[src/rtl/flush_pkg.sv]
package flush_pkg;

    typedef enum logic [1:0] {
        OP_PRIVATE = 2'd0,
        OP_SHARED  = 2'd1,
        OP_ALL     = 2'd2,
        OP_INVAL   = 2'd3
    } flush_op_e;

    localparam int REG_CMD    = 0;
    localparam int REG_MASK   = 1;
    localparam int REG_STATUS = 2;

    localparam int STAT_BUSY_BIT = 0;
    localparam int STAT_REJ_BIT  = 1;
    localparam int STAT_LOCK_LSB = 8;

endpackage

[src/rtl/flush_regs.sv]
module flush_regs
    import flush_pkg::*;
#(
    parameter int NUM_TILES = 4,
    parameter int ADDR_W    = 4,
    parameter int DATA_W    = 32
) (
    input  logic                 clk,
    input  logic                 rst_n,
    input  logic                 wr_en,
    input  logic [ADDR_W-1:0]    wr_addr,
    input  logic [DATA_W-1:0]    wr_data,
    input  logic [ADDR_W-1:0]    rd_addr,
    output logic [DATA_W-1:0]    rd_data,
    input  logic                 cmd_drop,
    input  logic                 busy,
    input  logic [NUM_TILES-1:0] lock,
    input  logic [1:0]           last_op,
    output logic                 cmd_req,
    output logic [1:0]           cmd_op,
    output logic [NUM_TILES-1:0] sw_mask
);

    localparam logic [ADDR_W-1:0] A_CMD  = ADDR_W'(REG_CMD);
    localparam logic [ADDR_W-1:0] A_MASK = ADDR_W'(REG_MASK);
    localparam logic [ADDR_W-1:0] A_STAT = ADDR_W'(REG_STATUS);

    logic                 rej_q;
    logic [NUM_TILES-1:0] mask_q;
    logic                 unused_wr;

    assign unused_wr = ^wr_data;

    assign cmd_req = wr_en && (wr_addr == A_CMD);
    assign cmd_op  = wr_data[1:0];
    assign sw_mask = mask_q;

    always_ff @(posedge clk or negedge rst_n) begin
        if (!rst_n) begin
            mask_q <= '0;
            rej_q  <= 1'b0;
        end else begin
            if (wr_en && (wr_addr == A_MASK))
                mask_q <= wr_data[NUM_TILES-1:0];
            if (wr_en && (wr_addr == A_STAT) && wr_data[STAT_REJ_BIT])
                rej_q <= 1'b0;
            else if (cmd_drop)
                rej_q <= 1'b1;
        end
    end

    always_comb begin
        rd_data = '0;
        if (rd_addr == A_CMD) begin
            rd_data[1:0] = last_op;
        end else if (rd_addr == A_MASK) begin
            rd_data[NUM_TILES-1:0] = mask_q;
        end else if (rd_addr == A_STAT) begin
            rd_data[STAT_BUSY_BIT]                = busy;
            rd_data[STAT_REJ_BIT]                 = rej_q;
            rd_data[STAT_LOCK_LSB +: NUM_TILES]   = lock;
        end
    end

endmodule

[src/rtl/flush_seq.sv]
module flush_seq
    import flush_pkg::*;
#(
    parameter int NUM_TILES = 4
) (
    input  logic                 clk,
    input  logic                 rst_n,
    input  logic                 cmd_req,
    input  logic [1:0]           cmd_op,
    input  logic [NUM_TILES-1:0] sw_mask,
    input  logic [NUM_TILES-1:0] tile_ready,
    output logic [NUM_TILES-1:0] tile_valid,
    output logic [1:0]           tile_insn,
    output logic [NUM_TILES-1:0] lock_q,
    output logic                 busy,
    output logic                 cmd_drop
);

    typedef enum logic {ST_IDLE = 1'b0, ST_WAIT = 1'b1} seq_state_e;

    seq_state_e           state_q, state_d;
    logic [NUM_TILES-1:0] eff_mask;
    logic [NUM_TILES-1:0] lock_left;
    logic                 do_issue;

    assign eff_mask  = (flush_op_e'(cmd_op) == OP_PRIVATE) ? sw_mask : '1;
    assign lock_left = lock_q & ~tile_ready;
    assign do_issue  = (state_q == ST_IDLE) && cmd_req;
    assign busy      = (state_q == ST_WAIT);
    assign cmd_drop  = (state_q == ST_WAIT) && cmd_req;

    always_comb begin
        state_d = state_q;
        unique case (state_q)
            ST_IDLE: if (cmd_req && (eff_mask != '0)) state_d = ST_WAIT;
            ST_WAIT: if (lock_left == '0)             state_d = ST_IDLE;
            default:                                  state_d = ST_IDLE;
        endcase
    end

    always_ff @(posedge clk or negedge rst_n) begin
        if (!rst_n) state_q <= ST_IDLE;
        else        state_q <= state_d;
    end

    always_ff @(posedge clk or negedge rst_n) begin
        if (!rst_n) begin
            tile_valid <= '0;
            tile_insn  <= 2'd0;
            lock_q     <= '0;
        end else begin
            tile_valid <= do_issue ? eff_mask : '0;
            if (do_issue) begin
                tile_insn <= cmd_op;
                lock_q    <= eff_mask;
            end else begin
                lock_q    <= lock_left;
            end
        end
    end

endmodule

[src/rtl/flush_dispatch.sv]
module flush_dispatch
    import flush_pkg::*;
#(
    parameter int NUM_TILES = 4,
    parameter int ADDR_W    = 4,
    parameter int DATA_W    = 32
) (
    input  logic                 clk,
    input  logic                 rst_n,
    input  logic                 wr_en,
    input  logic [ADDR_W-1:0]    wr_addr,
    input  logic [DATA_W-1:0]    wr_data,
    input  logic [ADDR_W-1:0]    rd_addr,
    output logic [DATA_W-1:0]    rd_data,
    output logic [NUM_TILES-1:0] tile_valid,
    output logic [1:0]           tile_insn,
    input  logic [NUM_TILES-1:0] tile_ready,
    output logic                 busy
);

    logic                 cmd_req;
    logic                 cmd_drop;
    logic [1:0]           cmd_op;
    logic [NUM_TILES-1:0] sw_mask;
    logic [NUM_TILES-1:0] lock_w;

    flush_regs #(
        .NUM_TILES(NUM_TILES),
        .ADDR_W   (ADDR_W),
        .DATA_W   (DATA_W)
    ) u_regs (
        .clk     (clk),
        .rst_n   (rst_n),
        .wr_en   (wr_en),
        .wr_addr (wr_addr),
        .wr_data (wr_data),
        .rd_addr (rd_addr),
        .rd_data (rd_data),
        .cmd_drop(cmd_drop),
        .busy    (busy),
        .lock    (lock_w),
        .last_op (tile_insn),
        .cmd_req (cmd_req),
        .cmd_op  (cmd_op),
        .sw_mask (sw_mask)
    );

    flush_seq #(
        .NUM_TILES(NUM_TILES)
    ) u_seq (
        .clk       (clk),
        .rst_n     (rst_n),
        .cmd_req   (cmd_req),
        .cmd_op    (cmd_op),
        .sw_mask   (sw_mask),
        .tile_ready(tile_ready),
        .tile_valid(tile_valid),
        .tile_insn (tile_insn),
        .lock_q    (lock_w),
        .busy      (busy),
        .cmd_drop  (cmd_drop)
    );

endmodule

[config.mk]
export PLATFORM = sky130hd
export DESIGN_NAME = flush_dispatch
export DESIGN_NICKNAME = d
export VERILOG_FILES = /design/src/rtl/flush_pkg.sv /design/src/rtl/flush_regs.sv /design/src/rtl/flush_seq.sv /design/src/rtl/flush_dispatch.sv
export SDC_FILE = /design/constraint.sdc
export NUM_CORES = 1
export LEC_CHECK = 0
export BUFFER_PORTS_ARGS = -buffer_cell sky130_fd_sc_hd__buf_2
export CAP_MARGIN = 20
export CORE_ASPECT_RATIO = 1.2
export CORE_MARGIN = 1
export CORE_UTILIZATION = 41
export CTS_CLUSTER_DIAMETER = 30
export DETAILED_ROUTE_END_ITERATION = 10
export PLACE_DENSITY = 0.91
export SLEW_MARGIN = 10
export SYNTH_ARGS = -nofsm -noshare
export SYNTH_HDL_FRONTEND = slang
export SYNTH_HIERARCHICAL = 1
export SYNTH_SLANG_ARGS = --single-unit
[constraint.sdc]
create_clock -name clk -period 3.3 [get_ports clk]
set_input_delay 0.165 -clock clk [delete_from_list [all_inputs] [get_ports clk]]
set_output_delay 0.165 -clock clk [all_outputs]
set_load 0.01 [all_outputs]
Yosys cells after proc, flatten, opt, wreduce, memory -nomap -nowiden:

Cells that the tools add are included.

* word-level logic and storage cells: 42
* memory bits (writable): 0
* register bits: 16
* memory bits (read-only): 0
* output and inout bits: 39
* latch bits: 0
* memories kept: 0

* bitwise logic cells: 3
* eq/ne operators: 4
* $add $sub $neg: 0
* magnitude comparators: 0
* div/mod/pow operators: 0
* reduce and logical (&&, ||, !) cells: 13
* multiply operators: 0
* shift-type cells: 0
* muxes and demuxes: 16

Operator list (count)
* 2-to-1 mux 4 bit: 6
* zero test 4 bit: 3
* 2-to-1 mux 2 bit: 5
* equality test 4 x 1 -> 1 bit (second input constant): 2
* equality test 4 x 2 -> 1 bit (second input constant): 2
* logical AND 1 bit: 7
* AND 4 bit: 1
* 2-to-1 mux 1 bit: 4
* inverter 4 bit: 1
* nonzero test 4 bit: 1
* zero test 2 bit: 1
* case mux 1 bit (2 select lines): 1
* nonzero test 2 bit: 1
* inverter 1 bit: 1

Depth between registers and ports, before layout:

Gate-level depths: netlist of the first run.

* word-level depth: 6
* depth in mapped cells: 7
* mapped depth without buffers: 6

Cells and area by module:

Netlist of the first run, hierarchy kept.

By module, submodules not included
* flush_regs: area each 559.3 µm², cells each 59, instances 1
* flush_seq: area each 454.2 µm², cells each 34, instances 1

Least setup slack after synthesis of the first run:

No wires, ideal clock.

* kind: input-to-reg
* start point: input port wr_addr[3]
* end point: register u_seq.tile_insn[1]
* stages on the path: 6
* path buffers: 1
* library setup time: 0.127 ns
* slack: 2.044 ns
* data arrival time: 1.129 ns
* cells stage by stage: nor2_4 > nand2_1 > nor3_1 > nor2b_2 > buf_4 > mux2_1

* longest elaborated chain between the ends: 3

RTL lines
* from (decl): line flush_dispatch.sv:11 `input logic [ADDR_W-1:0] wr_addr,`
* zero test 4 bit: line flush_regs.sv:34 `assign cmd_req = wr_en && (wr_addr == A_CMD);`
* logical AND 1 bit: line flush_regs.sv:34
* net cmd_req: line flush_dispatch.sv:21 `logic cmd_req;`
* logical AND 1 bit: line flush_seq.sv:28 `assign do_issue = (state_q == ST_IDLE) && cmd_req;`
* to (signal assigned): line flush_seq.sv:54 `tile_insn <= cmd_op;`
* to (decl): line flush_seq.sv:13 `output logic [1:0] tile_insn,`

The timed path passes the listed nets, and every way through them passes these cells.
A chain may end at the register's enable or synchronous reset.

Worst setup path after layout of the first run:

* start point: register u_seq.state_q (netlist: u_seq/busy)
* end point: output port rd_data[0]

* longest elaborated chain between the ends: 3

RTL lines
* from (decl): line flush_seq.sv:21 `seq_state_e state_q, state_d;`
* from (signal assigned): line flush_seq.sv:43 `else state_q <= state_d;`
* 2-to-1 mux 2 bit: line flush_regs.sv:58 `end else if (rd_addr == A_STAT) begin`
* 2-to-1 mux 2 bit: line flush_regs.sv:56 `end else if (rd_addr == A_MASK) begin`
* 2-to-1 mux 2 bit: line flush_regs.sv:54 `if (rd_addr == A_CMD) begin`
* to (decl): line flush_dispatch.sv:14 `output logic [DATA_W-1:0] rd_data,`

No other way between the ends.

==> results of run 1 <==
==> cell type report <==
type	instances	area, um^2	share of cell area, %
Multi-Input combinational cell	72	493	43.0
Sequential cell	16	400	34.9
Clock buffer	4	36.3	3.16
Inverter	1	3.75	0.327
Tap cell	31	38.8	3.38
Timing Repair Buffer	34	175	15.3
==> metrics by stage <==
step                util (%)  total power [uW]  area (um^2)
floorplan                  -               313         1100
global placement        47.7               322         1100
detailed placement      47.7               327         1100
CTS                     49.8               450         1150
global route            49.8               475         1150
finish                  49.8               449         1150
==> worst max-delay path, cell delays in order, from the launching register on <==
cell and delay (ns):
dfrtp_1 0.44, mux2i_1 0.09, or2_0 0.22, a21boi_1 0.12, buf_2 0.14
==> worst min-delay path by stage <==
stage                           from                       endpoint  slack (ns)  cells past startpoint
after floorplan                rst_n       u_regs/rej_q$_DFFE_PN0P_       -0.13                      0
after global placement         rst_n      u_seq/lock_q[1]$_DFF_PN0_        0.08                      1
after detailed placement       rst_n      u_seq/lock_q[3]$_DFF_PN0_        0.09                      1
after CTS                 wr_data[3]  u_regs/sw_mask[3]$_DFFE_PN0P_        0.12                      2
after global routing      wr_data[3]  u_regs/sw_mask[3]$_DFFE_PN0P_        0.12                      2
final                     wr_data[2]  u_regs/sw_mask[2]$_DFFE_PN0P_        0.12                      2
==> repair_timing <==
action,CTS,global route
setup buffers,0,0
resized for setup,0,0
hold buffers,1,0
endpoints found under the hold margin,16,0
==> power by group through the flow <==
stage | Combinational (uW) | Clock (uW) | Sequential [uW]
final | 89.3 | 124 | 235
after global routing | 100 | 136 | 239
after CTS | 89.7 | 126 | 235
after detailed placement | 88.4 | 0 | 239
after global placement | 85.0 | 0 | 237
after floorplan | 76.5 | 0 | 236
==> flip-flops by register name (all words and copies together) (netlist names) <==
signal and cells:
u_regs/rej_q 1, u_regs/sw_mask 4, u_seq/busy 1, u_seq/lock_q 4
u_seq/tile_insn 2, u_seq/tile_valid 4
==> cell families after synthesis <==
group,Yosys count
other,1
DFF,16
muxes,8
and+or+nand+nor,27
buffers and inverters,28
AOI/OAI and AO/OA,13
==> placed cells by master, fill, tap and decap left out, types with 2 or more instances in the layout <==
master / instances
a21boi_1: 2
and2_1: 5
and3_1: 2
buf_2: 33
clkbuf_4: 3
conb_1: 24
dfrtp_1: 16
mux2_4: 4
mux2i_1: 2
nand2_1: 4
nand2b_1: 2
o21a_1: 2
o21ai_1: 2
o21bai_1: 3
or2_0: 2
or2b_2: 2
==> routing by layer <==
layer | part of all wire, % | up-vias
met4 | 1.3 | 0
met5 | 0 | -
met2 | 51 | 35
li1 | - | 331
met3 | 6.1 | 4
met1 | 42 | 325
==> Flow_metrics.wiki, run 1 <==
{| class="wikitable"
! Metric !! Value
|-
| Global-route usage over all layers || 14.2%
|-
| Final period utilization || between 40% and 50%
|-
| Logic pwr share || 19.9%
|-
| Part of the total power dissipated in sequential elements || a little over half
|-
| Post-synthesis adder-cell area fraction || 0%
|-
| Setup crit start kind || flip-flop
|-
| YS warnings || 6
|-
| Worst vdd rail ir drop || ~0.21 mV
|-
| Cells after synthesis || 93
|-
| Total count of hold-check failures in the final report || 0
|-
| Flop2flop setup slack || between 1.5 and 2 ns
|-
| Worst setup slack before clock tree synthesis || 1.68 ns
|-
| Cell Count Post-Placement || around 150
|-
| Antenna diodes || 0
|-
| Reg-to-reg critical path endpoint || u_seq/tile_insn[0]$_DFFE_PN0P_
|-
| Clk sink count || 16
|-
| H-Tree Level Count || 1
|-
| Class of the tightest hold or removal check || primary input to flip-flop
|-
| Clock transition time at the flip-flop clock pins of the worst setup and hold paths || 0.09 ns
|-
| Global routing usage on met2 || a little under a quarter
|-
| Fill cell total of the finished layout || approximately 220
|-
| Share of total power consumed by net switching || around 27%
|-
| Wire length reported by the detailed router || approximately 1800 um
|-
| Via total after detailed routing || between 600 and 700
|-
| Share of post-route cells with drive strength above 1 || between 40% and 50%
|-
| Min Hold Slack || 0.123 ns
|-
| Iteration count of the initial detailed-routing pass || 4
|-
| TritonCTS Buffers || 3
|-
| Number of nets still failing antenna checks after routing || 0
|-
| Number of nets at the end of the flow || 175
|-
| Area fraction in compound gates after synthesis || about a tenth
|-
| Worst Skew || 0.00144 ns
|-
| Worst setup path startpoint || u_seq/busy$_DFF_PN0_
|-
| Post-synthesis register bit count || 16
|-
| Final Max Tran Viols || 0
|-
| Synthesized cell area || approximately 1000 um^2
|-
| Most frequent cell after synthesis || buf_4
|-
| Maximum clock path buffer count || 2
|-
| CTS tree || done
|-
| Maximum clock frequency || about 0.69 GHz
|-
| Clk pwr share || around 28%
|-
| Full die area || 2680 um^2
|-
| Ratio of routed vias to standard cells || 4.40
|-
| Most utilized layer in the global route result || met2
|-
| Proportion of synthesized chip area in sequential cells || about two fifths
|-
| Setup repair after global routing missed its margin || false
|-
| Layout overhead on the synthesized area || 13.2%
|-
| Time the worst path needs with I/O delays and setup || approximately 1.5 ns
|-
| Half-perimeter wire length of the detailed placement result || about 1500 um
|-
| DRC || 0
|-
| First DRT Iteration DRCs || 8
|-
| Grt total ovfl || 0
|-
| Wire length per cell after detailed routing || around 11 um
|-
| Total number of placement rows || 19
|-
| I/O pins || 86
|-
| Met3 usage || 2.89%
|-
| MaxCap Viol Count || 0
|-
| Xor/xnor cell area share of the yosys netlist || 0%
|-
| Count of flip-flops with a built-in enable after synthesis || 0
|-
| Power spent charging and discharging nets || ~120 uW
|-
| Die Y || 56.5 um
|-
| Leakage || ~0.00066 uW
|-
| Unique masters post-synth || 32
|-
| Worst-path fanout max || 5
|-
| Horizontal die dimension || roughly 47 um
|-
| Leading post-synthesis cells by instance count || 27 x buf_4, 16 x dfrtp_1, 5 x and2_1, 4 x mux2_4, 4 x nand2_1
|-
| Most area-hungry cell type in the Yosys netlist || dfrtp_1
|-
| Final worst-path setup slack || approximately 1.8 ns
|-
| Post-Synth Simple-Gate Area || around a fifth
|-
| Number of global-route vias before repair || approximately 650
|-
| Final cell count without fillers || roughly 160
|-
| Most instantiated flip-flop cell in the synthesis netlist || dfrtp_1
|-
| Finish-stage setup viols || 0
|-
| Area fraction of the dominant cell type after synthesis || around two fifths
|-
| Setup CP Type || flip-flop to primary output
|-
| Fraction of registers with async set/reset || 100%
|-
| Buffer type at the clock tree root || clkbuf_4
|-
| Global-route wire length before repair || around 2700 um
|-
| Result of the run || finished clean
|-
| Critical path destination || rd_data[0]
|-
| Required @ worst endpoint || ~3.1 ns
|-
| Met1 usage || 16.2%
|-
| Skew-Pair Late Insertion Delay || around 0.27 ns
|-
| Largest family of logic cells by synthesized area || buffers and inverters
|-
| Final RePlAce weighted congestion || 0.792
|-
| Avg Synthesized Cell Area || ~11 um^2
|-
| Effective utilization at floorplan || about 44%
|-
| Sum of negative setup slack || 0 ns
|-
| Core outline area || 2310 um^2
|-
| Launch instance of the worst register-to-register path || u_seq/busy$_DFF_PN0_
|-
| Data arrival at the endpoint of the critical path || 1.29 ns
|-
| Largest net degree at the start of global routing || 17
|-
| Port Buffers || 33
|-
| Cells on worst reg2reg path || 2
|-
| Nature of the critical path endpoint || primary output
|-
| Power Density || 391 nW/um^2
|-
| Int Power || between 300 and 400 uW
|-
| Initial antenna violation count || 0
|-
| Mux contribution to synthesized area || 10.1%
|-
| Cell types occupying the most area after synthesis || dfrtp_1 40%, buf_4 20%, mux2_4 5.9%
|}
No activity file was read; power rests on OpenSTA's default activity.
==> inputs of run 2 (changes only) <==
--- a/config.mk
+++ b/config.mk
@@ -5,14 +5,15 @@
 export SDC_FILE = /design/constraint.sdc
 export NUM_CORES = 1
 export LEC_CHECK = 0
+export ABC_AREA = 1
 export BUFFER_PORTS_ARGS = -buffer_cell sky130_fd_sc_hd__buf_2
 export CAP_MARGIN = 20
 export CORE_ASPECT_RATIO = 1.2
 export CORE_MARGIN = 1
-export CORE_UTILIZATION = 41
+export CORE_UTILIZATION = 35
 export CTS_CLUSTER_DIAMETER = 30
 export DETAILED_ROUTE_END_ITERATION = 10
-export PLACE_DENSITY = 0.91
+export PLACE_DENSITY = 0.81
 export SLEW_MARGIN = 10
 export SYNTH_ARGS = -nofsm -noshare
 export SYNTH_HDL_FRONTEND = slang
==> constraint.sdc (replaced) <==
create_clock -name clk -period 1.2 [get_ports clk]
set_input_delay 0.06 -clock clk [delete_from_list [all_inputs] [get_ports clk]]
set_output_delay 0.06 -clock clk [all_outputs]
set_load 0.01 [all_outputs]
==> run 2 against run 1 <==
- die area is 26% higher
- hold slack worse by 0.10 ns
- non-clock buffer count is 4 higher
- worst setup slack worse by 1.8 ns
- count of clock-buffer cells in the layout stayed put
- sequential share of layout area is 3.6 points lower
- first-iteration DRC count is 13% lower
- area after synthesis is 8.1% higher
- sequential power grew to 2.7 times the previous value
- utilization is 5.6 points lower
- total power grew to 2.7 times the previous value
- critical path type unchanged
- largest power group unchanged
==> Flow_metrics.wiki, run 2 <==
{| class="wikitable"
! Metric !! Value
|-
| Result of the run || finished clean
|-
| Most instantiated flip-flop cell in the synthesis netlist || dfrtp_1
|-
| Leading post-synthesis cells by instance count || 31 x nand2_1, 27 x inv_1, 26 x buf_4, 16 x dfrtp_1, 9 x nand3_1
|-
| Avg Synthesized Cell Area || about 7.6 um^2
|-
| Layout overhead on the synthesized area || 16.6%
|-
| Count of flip-flops with a built-in enable after synthesis || 0
|-
| Number of global-route vias before repair || between 700 and 800
|-
| Most area-hungry cell type in the Yosys netlist || dfrtp_1
|-
| Final period utilization || 94.3%
|-
| Total number of placement rows || 21
|-
| Wire length per cell after detailed routing || a little under 9 um
|-
| Unique masters post-synth || 20
|-
| Area fraction of the dominant cell type after synthesis || a little over a third
|-
| Finish-stage setup viols || 0
|-
| Horizontal die dimension || between 50 and 60 um
|-
| Final worst-path setup slack || 0.0687 ns
|-
| I/O pins || 86
|-
| Proportion of synthesized chip area in sequential cells || 36.5%
|-
| Full die area || approximately 3400 um^2
|-
| Maximum clock frequency || a little under 0.9 GHz
|-
| YS warnings || 6
|-
| Via total after detailed routing || approximately 900
|-
| Power Density || approximately 970 nW/um^2
|-
| Iteration count of the initial detailed-routing pass || 4
|-
| Data arrival at the endpoint of the critical path || 1.07 ns
|-
| Global-route usage over all layers || between 10% and 20%
|-
| H-Tree Level Count || 1
|-
| Buffer type at the clock tree root || clkbuf_4
|-
| Grt total ovfl || 0
|-
| Cells after synthesis || between 100 and 150
|-
| MaxCap Viol Count || 0
|-
| Total count of hold-check failures in the final report || 0
|-
| Sum of negative setup slack || 0 ns
|-
| CTS tree || done
|-
| Most frequent standard cell in the layout excluding fill and tap cells || buf_2
|-
| Setup repair after global routing missed its margin || false
|-
| Worst vdd rail ir drop || a little under 0.5 mV
|-
| Highest-count cells in the layout ignoring fill and taps || 33 x buf_2, 31 x nand2_1, 27 x inv_1
|-
| Port Buffers || 33
|-
| Time the worst path needs with I/O delays and setup || ~1.1 ns
|-
| Number of nets at the end of the flow || 231
|-
| Clock transition time at the flip-flop clock pins of the worst setup and hold paths || ~0.090 ns
|-
| Share of post-route cells with drive strength above 1 || 32.2%
|-
| Final RePlAce weighted congestion || 0.792
|-
| Core outline area || 2890 um^2
|-
| First DRT Iteration DRCs || 7
|-
| Pwr Total || approximately 1200 uW
|-
| Global-route wire length before repair || ~2900 um
|-
| Worst setup slack before clock tree synthesis || 0.0864 ns
|-
| Ratio of routed vias to standard cells || approximately 4.2
|-
| Nature of the critical path endpoint || primary output
|-
| Post-layout utilization of the core || about 44%
|-
| Skew-Pair Late Insertion Delay || 0.28 ns
|-
| Maximum clock path buffer count || 2
|-
| Cell types occupying the most area after synthesis || dfrtp_1 37%, buf_4 18%, nand2_1 11%
|-
| Worst-path fanout max || 3
|-
| Number of nets still failing antenna checks after routing || 0
|-
| Most frequent cell after synthesis || nand2_1
|-
| Synthesized cell area || about 1100 um^2
|-
| TritonCTS Buffers || 3
|-
| Worst Skew || around 0.0033 ns
|-
| Setup crit start kind || flip-flop
|-
| Required @ worst endpoint || 1.14 ns
|-
| Leakage || around 0.0008 uW
|-
| Class of the tightest hold or removal check || primary input to flip-flop
|-
| Antenna diodes || 0
|-
| Die Y || 63.3 um
|-
| Effective utilization at floorplan || between 30 and 40%
|-
| Clk sink count || 16
|-
| Setup CP Type || flip-flop to primary output
|-
| Initial antenna violation count || 0
|-
| Wire length reported by the detailed router || about 1900 um
|-
| Fraction of registers with async set/reset || 100%
|-
| Half-perimeter wire length of the detailed placement result || between 1500 and 2000 um
|-
| Final Max Tran Viols || 0
|-
| DRC || 0
|-
| Largest net degree at the start of global routing || 17
|-
| Post-synthesis register bit count || 16
|}
-- run 2: report_power, final --
group          switching [uW]  total (uW)  internal, uW
Clock                     167         351           184
Combinational             164         255          91.2
Sequential               38.7         626           588
-- run 2: final timing paths --
| check | cells past startpoint | slack, ns | endpoint | start |
|---|---|---|---|---|
| setup / recovery | 4 | 0.07 | rd_data[0] | u_seq/busy$_DFF_PN0_ |
| hold / removal | 3 | 0.02 | u_regs/sw_mask[2]$_DFFE_PN0P_ | wr_data[2] |
| setup reg to reg | 6 | 0.12 | u_regs/rej_q$_DFFE_PN0P_ | u_seq/busy$_DFF_PN0_ |
| hold reg to reg | 2 | 0.51 | u_seq/tile_insn[1]$_DFFE_PN0P_ | u_seq/tile_insn[1]$_DFFE_PN0P_ |
| max in group asynchronous | 2 | 0.73 | u_regs/sw_mask[1]$_DFFE_PN0P_ | rst_n |
| min in group asynchronous | 2 | 0.21 | u_seq/lock_q[2]$_DFF_PN0_ | rst_n |
-- run 2: area by class of cell --
| type | count | area, um^2 |
|---|---|---|
| Sequential cell | 16 | 400 |
| Timing Repair Buffer | 38 | 218 |
| Multi-Input combinational cell | 97 | 475 |
| Clock buffer | 4 | 36.3 |
| Inverter | 28 | 105 |
| Tap cell | 34 | 42.5 |
| Fill cell | 306 | 1610 |
-- run 2: per-layer routing --
layer	global-route usage, %	up-vias	routed length (um)
li1	-	462	-
met1	13.3	405	761
met2	20.3	34	992
met3	2.90	2	112
met4	4.93	0	13
met5	0	-	0
-- run 2: kinds of logic after synthesis --
group,after synthesis,share of synthesized area [%]
and+or+nand+nor,67,30.6
AOI/OAI and AO/OA,6,4.11
buffers and inverters,55,28.4
DFF,16,36.5
other,1,0.342
-- run 2: through the flow --
step,cell area [um^2],hold slack (ns),instances
finish,1280,0.0225,217
global route,1280,0.0282,217
CTS,1270,0.0180,217
detailed placement,1220,-0.00611,211
global placement,1220,-0.0181,211
floorplan,1180,-0.236,168
-- run 2: repair_timing --
item                       in CTS  in global routing
buffers inserted                1                  0
gates cloned                    0                  0
hold endpoints to repair       16                  0
setup endpoints to repair       1                  1
gates resized for setup         0                  1
hold buffers                    1                  0
-- run 2: critical path, stage by stage, from the launching register on --
cell and delay, ns:
dfrtp_1 0.38, buf_4 0.14, nand3_2 0.06, nand3_1 0.07
buf_2 0.14
==> inputs of run 3 (changes only) <==
--- a/config.mk
+++ b/config.mk
@@ -13,7 +13,7 @@
 export CORE_UTILIZATION = 35
 export CTS_CLUSTER_DIAMETER = 30
 export DETAILED_ROUTE_END_ITERATION = 10
-export PLACE_DENSITY = 0.81
+export PLACE_DENSITY = 0.71
 export SLEW_MARGIN = 10
 export SYNTH_ARGS = -nofsm -noshare
 export SYNTH_HDL_FRONTEND = slang
==> run 3 against run 2 <==
- hold slack improved by 0.0070 ns
- utilization decreased by 1.3 points
- largest cell class unchanged
- design area decreased by 2.9%
- critical endpoint unchanged
- largest power group unchanged
- register-to-register slack improved by 0.06 ns
- critical path type unchanged
- clock power decreased by 24%
==> Flow_metrics.wiki, run 3 (same netlist as run 2, synthesis figures left out) <==
{| class="wikitable"
! Metric !! Value
|-
| Final period utilization || approximately nine tenths
|-
| Cell Count Post-Placement || around 210
|-
| Kind of cell adding the most delay to the critical path || flip-flops
|-
| Number of global-route vias before repair || roughly 780
|-
| DRC || 0
|-
| Min-Delay Endpoint || u_regs/sw_mask[3]$_DFFE_PN0P_
|-
| Wire length per cell after detailed routing || ~8 um
|-
| Buf+Inv Stages, Crit Path || 1
|-
| Worst setup slack before clock tree synthesis || 0.0824 ns
|-
| Data arrival at the endpoint of the critical path || slightly above 1 ns
|-
| Setup CP Type || flip-flop to primary output
|-
| Power Density || 921 nW/um^2
|-
| Launch instance of the worst register-to-register path || u_seq/busy$_DFF_PN0_
|-
| Half-perimeter wire length of the detailed placement result || approximately 1500 um
|-
| Cells on worst reg2reg path || 5
|-
| Grt total ovfl || 0
|-
| Cell seen most often among critical-path stages || nand3_1
|-
| Finish-stage setup viols || 0
|-
| Final RePlAce weighted congestion || around 0.73
|-
| Flop2flop setup slack || roughly 0.18 ns
|-
| Total count of hold-check failures in the final report || 0
|-
| Start point of the worst hold path || wr_data[3]
|-
| Total number of placement rows || 21
|-
| Final Max Tran Viols || 0
|-
| Wire length reported by the detailed router || 1760 um
|-
| MaxCap Viol Count || 0
|-
| Result of the run || finished clean
|-
| Maximum clock frequency || around 0.92 GHz
|-
| Setup crit start kind || flip-flop
|-
| Die Y || about 63 um
|-
| Clk sink count || 16
|-
| Maximum clock path buffer count || 2
|-
| Global-route usage over all layers || approximately an eighth
|-
| Largest net degree at the start of global routing || 17
|-
| Worst-path fanout max || 5
|-
| Number of nets at the end of the flow || 230
|-
| Horizontal die dimension || ~53 um
|-
| First DRT Iteration DRCs || 7
|-
| Worst-path cell with the longest stage delay || dfrtp_2
|-
| Global-route wire length before repair || just under 3000 um
|-
| Post-CTS setup buffer count || 0
|-
| Clock transition time at the flip-flop clock pins of the worst setup and hold paths || 0.09 ns
|-
| Final worst-path setup slack || 0.116 ns
|-
| Effective utilization at floorplan || a little under two fifths
|-
| Via total after detailed routing || about 870
|-
| Required @ worst endpoint || roughly 1.1 ns
|-
| CTS tree || done
|-
| Share of post-route cells with drive strength above 1 || between 30% and 40%
|-
| Ratio of routed vias to standard cells || 4.06
|-
| Final cell count without fillers || roughly 220
|-
| Cell breakdown of the critical path || nand3_1 -> nand3_1 -> buf_2
|-
| Pwr Total || ~1100 uW
|-
| H-Tree Level Count || 1
|-
| Initial antenna violation count || 0
|-
| Nature of the critical path endpoint || primary output
|-
| TritonCTS Buffers || 3
|-
| Iteration count of the initial detailed-routing pass || 4
|-
| Full die area || about 3400 um^2
|-
| I/O pins || 86
|-
| Highest-count cells in the layout ignoring fill and taps || 33 x buf_2, 31 x nand2_1, 27 x inv_1
|-
| Number of nets still failing antenna checks after routing || 0
|-
| Skew-Pair Late Insertion Delay || around 0.27 ns
|-
| Sum of negative setup slack || 0 ns
|-
| Buffer type at the clock tree root || clkbuf_4
|-
| Class of the tightest hold or removal check || primary input to flip-flop
|-
| Time the worst path needs with I/O delays and setup || between 1 and 1.5 ns
|-
| Port Buffers || 33
|-
| Core outline area || a little under 3000 um^2
|-
| Layout overhead on the synthesized area || 13.1%
|-
| Setup repair after global routing missed its margin || false
|-
| Worst Hold Depth || 3
|-
| Worst vdd rail ir drop || around 0.43 mV
|-
| Worst Skew || approximately 0.0025 ns
|-
| Antenna diodes || 0
|-
| Most frequent standard cell in the layout excluding fill and tap cells || buf_2
|-
| Crit-path max cell delay || between 0.4 and 0.5 ns
|-
| Reg-to-reg critical path endpoint || u_regs/rej_q$_DFFE_PN0P_
|-
| Leakage || 0.000776 uW
|}
## run 3: changes by cell type in the layout (fill, tap and decap cells not counted), sizes merged
cell    before  now
clkbuf       4    3
buf         37   36
## run 3: worst max-delay path by stage
stage,endpoint,cells after the start,from
after floorplan,u_regs/rej_q$_DFFE_PN0P_,5,u_seq/busy$_DFF_PN0_
after global placement,u_seq/lock_q[1]$_DFF_PN0_,9,wr_en
after detailed placement,u_seq/lock_q[2]$_DFF_PN0_,9,wr_en
after CTS,rd_data[0],3,u_seq/busy$_DFF_PN0_
after global routing,rd_data[0],3,u_seq/busy$_DFF_PN0_
final,rd_data[0],3,u_seq/busy$_DFF_PN0_
## run 3: routing by layer
layer,global-route usage [%],vias up,share of wire [%]
li1,-,459,-
met1,12.9,377,41
met2,20.3,35,52
met3,2.90,2,6.8
met4,5.92,0,0.68
met5,0,-,0
## run 3: power breakdown
part / total, uW / internal, uW / switching (uW)
combinational: 249 / 88.7 / 160
clock: 267 / 116 / 151
sequential: 626 / 588 / 37.8
## run 3: tightest hold or removal path, delay by kind of cell
family / cells / cell delay [ns]
buffers and inverters: 1 / 0.10
and+or+nand+nor: 2 / 0.12
## run 3: cell type report
| cell class | count | area, um^2 |
|---|---|---|
| Multi-Input combinational cell | 97 | 470 |
| Clock buffer | 3 | 22.5 |
| Sequential cell | 16 | 402 |
| Inverter | 28 | 105 |
| Timing Repair Buffer | 37 | 198 |
| Fill cell | 326 | 1650 |
| Tap cell | 34 | 42.5 |
## run 3: through the flow
step | utilization, % | hold WS (ns) | instance area [um^2]
2_1_floorplan | - | -0.236 | 1180
3_5_place_dp | 41.7 | -0.00758 | 1210
3_3_place_gp | 41.7 | -0.0162 | 1210
6_report | 42.9 | 0.0295 | 1240
5_1_grt | 42.9 | 0.0287 | 1240
4_1_cts | 42.9 | 0.0238 | 1240
## run 3: timing repair
action | in CTS | in global routing
hold endpoints to repair | 16 | 0
resized for setup | 0 | 1
endpoints found under the setup margin | 0 | 1
hold buffers | 1 | 0
